===== config.mk =====
export PLATFORM = sky130hd
export DESIGN_NAME = rom_cs_decoder
export DESIGN_NICKNAME = d
export VERILOG_FILES = /design/src/rtl/rom_size_shift.sv /design/src/rtl/bank_pair_pick.sv /design/src/rtl/slot_decoder.sv /design/src/rtl/rom_addr_pass.sv /design/src/rtl/rom_cs_decoder.sv
export SDC_FILE = /design/constraint.sdc
export NUM_CORES = 1
export LEC_CHECK = 0
export ABC_CLOCK_PERIOD_IN_PS = 850
export CORE_AREA = 2 2 39 41
export DETAILED_ROUTE_END_ITERATION = 8
export DIE_AREA = 0 0 41 43
export DONT_BUFFER_PORTS = 1
export GPL_ROUTABILITY_DRIVEN = 0
export PLACE_DENSITY = 0.3
export SETUP_SLACK_MARGIN = 0.4
export SYNTH_ARGS = -nofsm -noshare
export SYNTH_HDL_FRONTEND = slang
export SYNTH_HIERARCHICAL = 1
export SYNTH_SLANG_ARGS = --single-unit

===== constraint.sdc =====
create_clock -name vclk -period 0.85
set_input_delay 0 -clock vclk [all_inputs]
set_output_delay 0 -clock vclk [all_outputs]
set_load 0.02 [all_outputs]

===== src/rtl/rom_size_shift.sv =====
// rom_size_shift: turns the size strap into a bit shift.
// The shift is how far the decode pair moves above the smallest ROM's range.
// Assumes: codes 0..NUM_SIZES-1 are valid; any other code maps to shift 0.
module rom_size_shift #(
    parameter int CFG_W     = 2,
    parameter int NUM_SIZES = 3,
    parameter int SH_W      = 2
) (
    input  logic [CFG_W-1:0] size_cfg,
    output logic [SH_W-1:0]  shift
);

    // Match the strap against each supported size; unmatched codes keep 0.
    always_comb begin
        shift = '0;
        for (int k = 0; k < NUM_SIZES; k++) begin
            if (size_cfg == CFG_W'(k)) begin
                shift = SH_W'(k);
            end
        end
    end

endmodule


===== src/rtl/bank_pair_pick.sv =====
// bank_pair_pick: picks the SEL_W address bits that select a slot.
// Assumes: hi_addr starts at the first bit above the smallest ROM's range,
// and shift is always below NUM_SIZES.
module bank_pair_pick #(
    parameter int NUM_SIZES = 3,
    parameter int SEL_W     = 2,
    parameter int SH_W      = 2,
    localparam int HI_W     = NUM_SIZES - 1 + SEL_W
) (
    input  logic [HI_W-1:0]  hi_addr,
    input  logic [SH_W-1:0]  shift,
    output logic [SEL_W-1:0] pair
);

    logic [SEL_W-1:0] cand [NUM_SIZES];

    // One candidate bit window per supported size.
    for (genvar k = 0; k < NUM_SIZES; k++) begin : g_cand
        assign cand[k] = hi_addr[k +: SEL_W];
    end

    // Steer the window that matches the current shift.
    always_comb begin
        pair = '0;
        for (int k = 0; k < NUM_SIZES; k++) begin
            if (shift == SH_W'(k)) begin
                pair = cand[k];
            end
        end
    end

endmodule


===== src/rtl/slot_decoder.sv =====
// slot_decoder: SEL_W-to-2^SEL_W decoder with active-low outputs and a gate.
// Assumes: nothing about pair; every value selects exactly one output.
module slot_decoder #(
    parameter int SEL_W   = 2,
    localparam int NUM_OUT = 1 << SEL_W
) (
    input  logic               en,
    input  logic [SEL_W-1:0]   pair,
    output logic [NUM_OUT-1:0] oe_n
);

    // Each output goes low only when enabled and addressed.
    for (genvar j = 0; j < NUM_OUT; j++) begin : g_out
        assign oe_n[j] = ~(en & (pair == SEL_W'(j)));
    end

endmodule


===== src/rtl/rom_addr_pass.sv =====
// rom_addr_pass: forwards the address bits inside the configured ROM range.
// Bits above that range are forced to zero.
// Assumes: shift is below NUM_SIZES.
module rom_addr_pass #(
    parameter int BASE_AW   = 19,
    parameter int NUM_SIZES = 3,
    parameter int SH_W      = 2,
    localparam int MAX_AW   = BASE_AW + NUM_SIZES - 1
) (
    input  logic [MAX_AW-1:0] lo_addr,
    input  logic [SH_W-1:0]   shift,
    output logic [MAX_AW-1:0] rom_addr
);

    // Bits inside the smallest ROM always pass; larger ones are gated by size.
    for (genvar i = 0; i < MAX_AW; i++) begin : g_bit
        if (i < BASE_AW) begin : g_fixed
            assign rom_addr[i] = lo_addr[i];
        end else begin : g_gated
            assign rom_addr[i] = lo_addr[i] & (int'(shift) > (i - BASE_AW));
        end
    end

endmodule


===== src/rtl/rom_cs_decoder.sv =====
// rom_cs_decoder: top level of the size-selectable ROM slot decoder.
// It is purely combinational: strap -> shift, then shift picks the decode
// pair, then the pair drives the enables, and the shift also masks the
// address.
// Assumes: size_cfg is static; addr is a word address.
module rom_cs_decoder #(
    parameter int BASE_AW   = 19,
    parameter int NUM_SIZES = 3,
    parameter int SEL_W     = 2,
    parameter int CFG_W     = 2,
    localparam int MAX_AW   = BASE_AW + NUM_SIZES - 1,
    localparam int ADDR_W   = MAX_AW + SEL_W,
    localparam int NUM_SLOT = 1 << SEL_W,
    localparam int SH_W     = (NUM_SIZES > 1) ? $clog2(NUM_SIZES) : 1
) (
    input  logic                en,
    input  logic [CFG_W-1:0]    size_cfg,
    input  logic [ADDR_W-1:0]   addr,
    output logic [NUM_SLOT-1:0] oe_n,
    output logic [MAX_AW-1:0]   rom_addr
);

    logic [SH_W-1:0]  shift;
    logic [SEL_W-1:0] pair;

    rom_size_shift #(
        .CFG_W(CFG_W), .NUM_SIZES(NUM_SIZES), .SH_W(SH_W)
    ) u_shift (
        .size_cfg(size_cfg),
        .shift   (shift)
    );

    bank_pair_pick #(
        .NUM_SIZES(NUM_SIZES), .SEL_W(SEL_W), .SH_W(SH_W)
    ) u_pick (
        .hi_addr(addr[ADDR_W-1:BASE_AW]),
        .shift  (shift),
        .pair   (pair)
    );

    slot_decoder #(
        .SEL_W(SEL_W)
    ) u_dec (
        .en  (en),
        .pair(pair),
        .oe_n(oe_n)
    );

    rom_addr_pass #(
        .BASE_AW(BASE_AW), .NUM_SIZES(NUM_SIZES), .SH_W(SH_W)
    ) u_pass (
        .lo_addr (addr[MAX_AW-1:0]),
        .shift   (shift),
        .rom_addr(rom_addr)
    );

endmodule


* Word level (Yosys, flattened, before mapping)
Cells that the tools add are included.
** Storage, ports and cells
- Flip-flop bits (word level) :: 0
- Input port bits :: 26
- Output and inout bits :: 25
- Word-level logic and storage cells :: 26
** Cells by class
- Order comparisons :: 2
- Equal/unequal tests :: 7
- Muxes and demuxes :: 5
- Bitwise operators :: 10
- Reductions and logical operators :: 2
** Operators by type and width (count)
- 2-bit == test (second input constant) :: 4
- 2-bit 2-to-1 mux :: 4
- 1-bit AND :: 6
- 2-bit by 1-bit == test with 1-bit output (second input constant) :: 3
- 2-bit by 1-bit greater-than comparator with 1-bit output (second input constant) :: 2
- 2-bit zero test :: 2
- 1-bit inverter :: 4
- 1-bit 2-to-1 mux :: 1

* Logic depth before layout (Yosys ltp)
- Word-level depth :: 10
- Mapped depth :: 4
- Mapped depth without buffers :: 4

* Modules after synthesis
The synthesis kept the hierarchy.
** Modules (own cells, without submodules)
- rom_addr_pass :: instances 1, cells each 21, area each 157.7 um2, seq. area each 0.0 um2
- bank_pair_pick :: instances 1, cells each 5, area each 43.8 um2, seq. area each 0.0 um2
- slot_decoder :: instances 1, cells each 4, area each 28.8 um2, seq. area each 0.0 um2
- rom_size_shift :: instances 1, cells each 2, area each 15.0 um2, seq. area each 0.0 um2

* Worst setup path after synthesis
No wires, ideal clock.
- Path kind :: input -> output
- From :: in size_cfg[1]
- To :: out oe_n[0]
- Arrival :: 998 ps
- Required time :: 850 ps
- Path slack :: -148 ps
- Stages on the path :: 4
- Buffers on the path :: 0
- Cell sequence :: and2b_2 mux2i_1 o2bb2ai_1 or3b_1
** On the way
- Word-level cells in the longest chain between the ends :: 10
- Elaborated cells between the ends (all ways) :: 13
- Classes of those cells :: eq/ne: 4; mux: 5; bitwise: 2; reduce/logical: 2
** RTL lines
- from (decl) :: line rom_cs_decoder.sv:17 : input logic [CFG_W-1:0] size_cfg,
- 2-bit by 1-bit == test with 1-bit output :: line rom_size_shift.sv:17 : if (size_cfg == CFG_W'(k)) begin
- 1-bit 2-to-1 mux :: line rom_size_shift.sv:17
- 2-bit 2-to-1 mux * :: line rom_size_shift.sv:17
- 2-bit zero test :: line bank_pair_pick.sv:26 : if (shift == SH_W'(k)) begin
- 2-bit 2-to-1 mux (2 in series) :: line bank_pair_pick.sv:26
- 2-bit 2-to-1 mux * :: line bank_pair_pick.sv:26
- named net pair[0] :: line rom_cs_decoder.sv:24 : logic [SEL_W-1:0] pair;
- 2-bit zero test * :: line slot_decoder.sv:14 : assign oe_n[j] = ~(en & (pair == SEL_W'(j)));
- 1-bit AND * :: line slot_decoder.sv:14
- 1-bit inverter * :: line slot_decoder.sv:14
- to (decl) :: line rom_cs_decoder.sv:19 : output logic [NUM_SLOT-1:0] oe_n,
The timed path passes the listed nets; every way through them passes the cells marked *.

* Worst setup path after layout
Ends and elaborated chain as after synthesis.

==> summary.md <==
| Metric | Value |
|---|---|
| First drt pass iteration count | `1` |
| Area of the multi-input gates | `125 µm²` |
| Via count | `144` |
| Gate power share | `100.0%` |
| WP data required | `0.85 ns` |
| Max Freq | `1010 MHz` |
| Antenna Cells | `0` |
| CP max stage cell | `or3b_4` |
| Max cap viols | `0` |
| Hold Path Class | `in -> out` |
| Final WL | `486 µm` |
| Vias per inst | `4.50` |
| DP Area | `144 µm²` |
| Post-detail-place hpwl | `between 300 and 400 µm` |
| Crit path capture type | `output pin` |
| CP cell instances | `and2b_2, mux2i_1, o2bb2ai_2, or3b_4` |
| Design area | `171 µm²` |
| Clock share of power | `0%` |
| Initial antenna violation count | `0` |
| Fin. max-slew vios | `0` |
| Reg area | `0 µm²` |
| Layout clock buffers | `0` |
| CP Launch Type | `input port` |
| Final nets | `44` |
| RSZ-0062 raised after global routing | `true` |
| Ratio of cells with drive above 1 in the final layout | `62.5%` |
| Die Width | `41 µm` |
| Num rows | `14` |
| Worst slew margin | `a little over four fifths` |
| Seq pwr share | `0%` |
| PD cells | `around 570 nW/µm²` |
| Post-DR wirelength/cell | `~15 µm` |
| Setup ws final | `-0.143 ns` |
| First-pass GRT wire length | `552 µm` |
| Detailed Route Iter0 Violations | `0` |
| Synth area leader | `buf_4` |
| CP top delay family | `simple AND/OR/NAND/NOR gates` |
| Crit path DAT | `0.99 ns` |
| Period utilization | `117%` |
| Max VDD drop | `~0.06 mV` |
| Die area | `1760 µm²` |
| Final hold vios | `0` |
| Post-Synthesis Cells | `32` |
| Total number of sequential cells | `0` |
| Most frequent cells in the layout | `nand3b_1 (2), buf_4 (2), nor2b_2 (2), mux2i_1 (2)` |
| WS Path Type | `in -> out` |
| Seq/Total Area, Yosys | `0%` |
| Syn. warnings | `6` |
| Total GRT Usage | `4.10%` |
| Critical path fanouts, max | `4` |
| Vias in the first global route | `148` |
| Psw | `approximately 0.000052 W` |
| Fin crit period | `between 0.9 and 1 ns` |
| Initial Util | `17.7%` |
| Final core occ | `between 10 and 15%` |
| # IOs | `just over 50` |
| Antenna Violating Nets Remaining | `0` |
| # fillers | `159` |
| Area growth from synthesis to layout | `-30.1%` |
| Post-CTS Hold Fix Bufs | `0` |
| Worst-Margin Slew | `0.243 ns` |
| Setup TNS | `-0.315 ns` |
| Gr ovfl total | `0` |
| Critical path's largest stage delay | `0.42 ns` |
| Yosys top cell area share | `between 50% and 60%` |
| Failing checks | `negative setup slack` |
| Critical path buffers and inverters | `0` |
| Synth area leaders | `buf_4 (58%), mux2i_1 (8.2%), o2bb2ai_1 (7.1%), nand3b_1 (6.1%), nor2b_1 (5.1%)` |
| Synth Net Count | `58` |
| Die height | `43 µm` |
| Post-Syn Area per Cell | `7.66 µm²` |
| Core ar. | `1380 µm²` |
| Status | `complete, but fails checks` |
| Sw frac | `between 50% and 60%` |
| Yosys cell types | `10` |
| Largest net degree at the start of global routing | `5` |
| # setup viols final | `4` |
| Pint | `0.0000462 W` |
| DRC | `0` |
| Leak | `0.0560 nW` |
| Netlist Area Pre-Place | `245 µm²` |
| Port-buffer cells | `0` |
[repair_timing]
| action | 4_1_cts | 5_1_grt |
|---|---|---|
| pin swaps | 1 | 1 |
| resized for setup | 3 | 2 |
| setup buffers | 1 | 0 |
| hold endpoints to repair | 0 | 0 |
| setup endpoints to repair | 6 | 6 |
[through the flow]
step	setup slack, ns	hold WS, ns	instances	total power [W]
after global routing	-0.190	0.0000377	32	0.000106
final	-0.143	0.00000886	32	0.0000978
after CTS	-0.134	0.000137	32	0.0000936
after floorplan	-0.102	0.113	32	0.000198
after global placement	-0.119	0.000137	31	0.0000827
after detailed placement	-0.133	0.000137	31	0.0000833
[metal layers]
metal / vias up / track usage [%] / wire length (µm)
li1: 56 / - / -
met1: 64 / 2.22 / 108
met2: 16 / 8.13 / 233
met3: 8 / 1.57 / 124
met4: 0 / 3.33 / 20
met5: - / 0 / 0
[cell usage after synthesis, drive strengths merged]
library cell,count
buf,19
mux2i,2
nand3b,2
nor2b,2
o2bb2ai,2
and2,1
and2b,1
nand3,1
o21a,1
or3b,1
[final cells by class]
type	count	share of cell area (%)
multi-input combinational	13	73.0
timing repair buffer	3	15.3
tap	16	11.7
[path summary, 6_finish.rpt]
path                       to  slack, ns  cells after the start   startpoint
hold / removal    rom_addr[6]   0.000009                      0      addr[6]
setup / recovery      oe_n[0]      -0.14                      4  size_cfg[1]
[kinds of logic (layout without fill, tap and decap cells)]
| family | Yosys count | after routing | share of synthesized area (%) |
|---|---|---|---|
| and+or+nand+nor | 8 | 8 | 23.5 |
| buffers and inverters | 19 | 3 | 58.2 |
| AOI/OAI and AO/OA | 3 | 3 | 10.2 |
| muxes | 2 | 2 | 8.16 |
[power groups by stage]
| stage | clock network [W] | logic (W) | registers [W] |
|---|---|---|---|
| 2_1_floorplan | 0 | 0.000198 | 0 |
| 3_3_place_gp | 0 | 0.0000827 | 0 |
| 3_5_place_dp | 0 | 0.0000833 | 0 |
| 4_1_cts | 0 | 0.0000936 | 0 |
| 5_1_grt | 0 | 0.000106 | 0 |
| 6_report | 0 | 0.0000978 | 0 |
No activity file was read; power rests on OpenSTA's default activity.
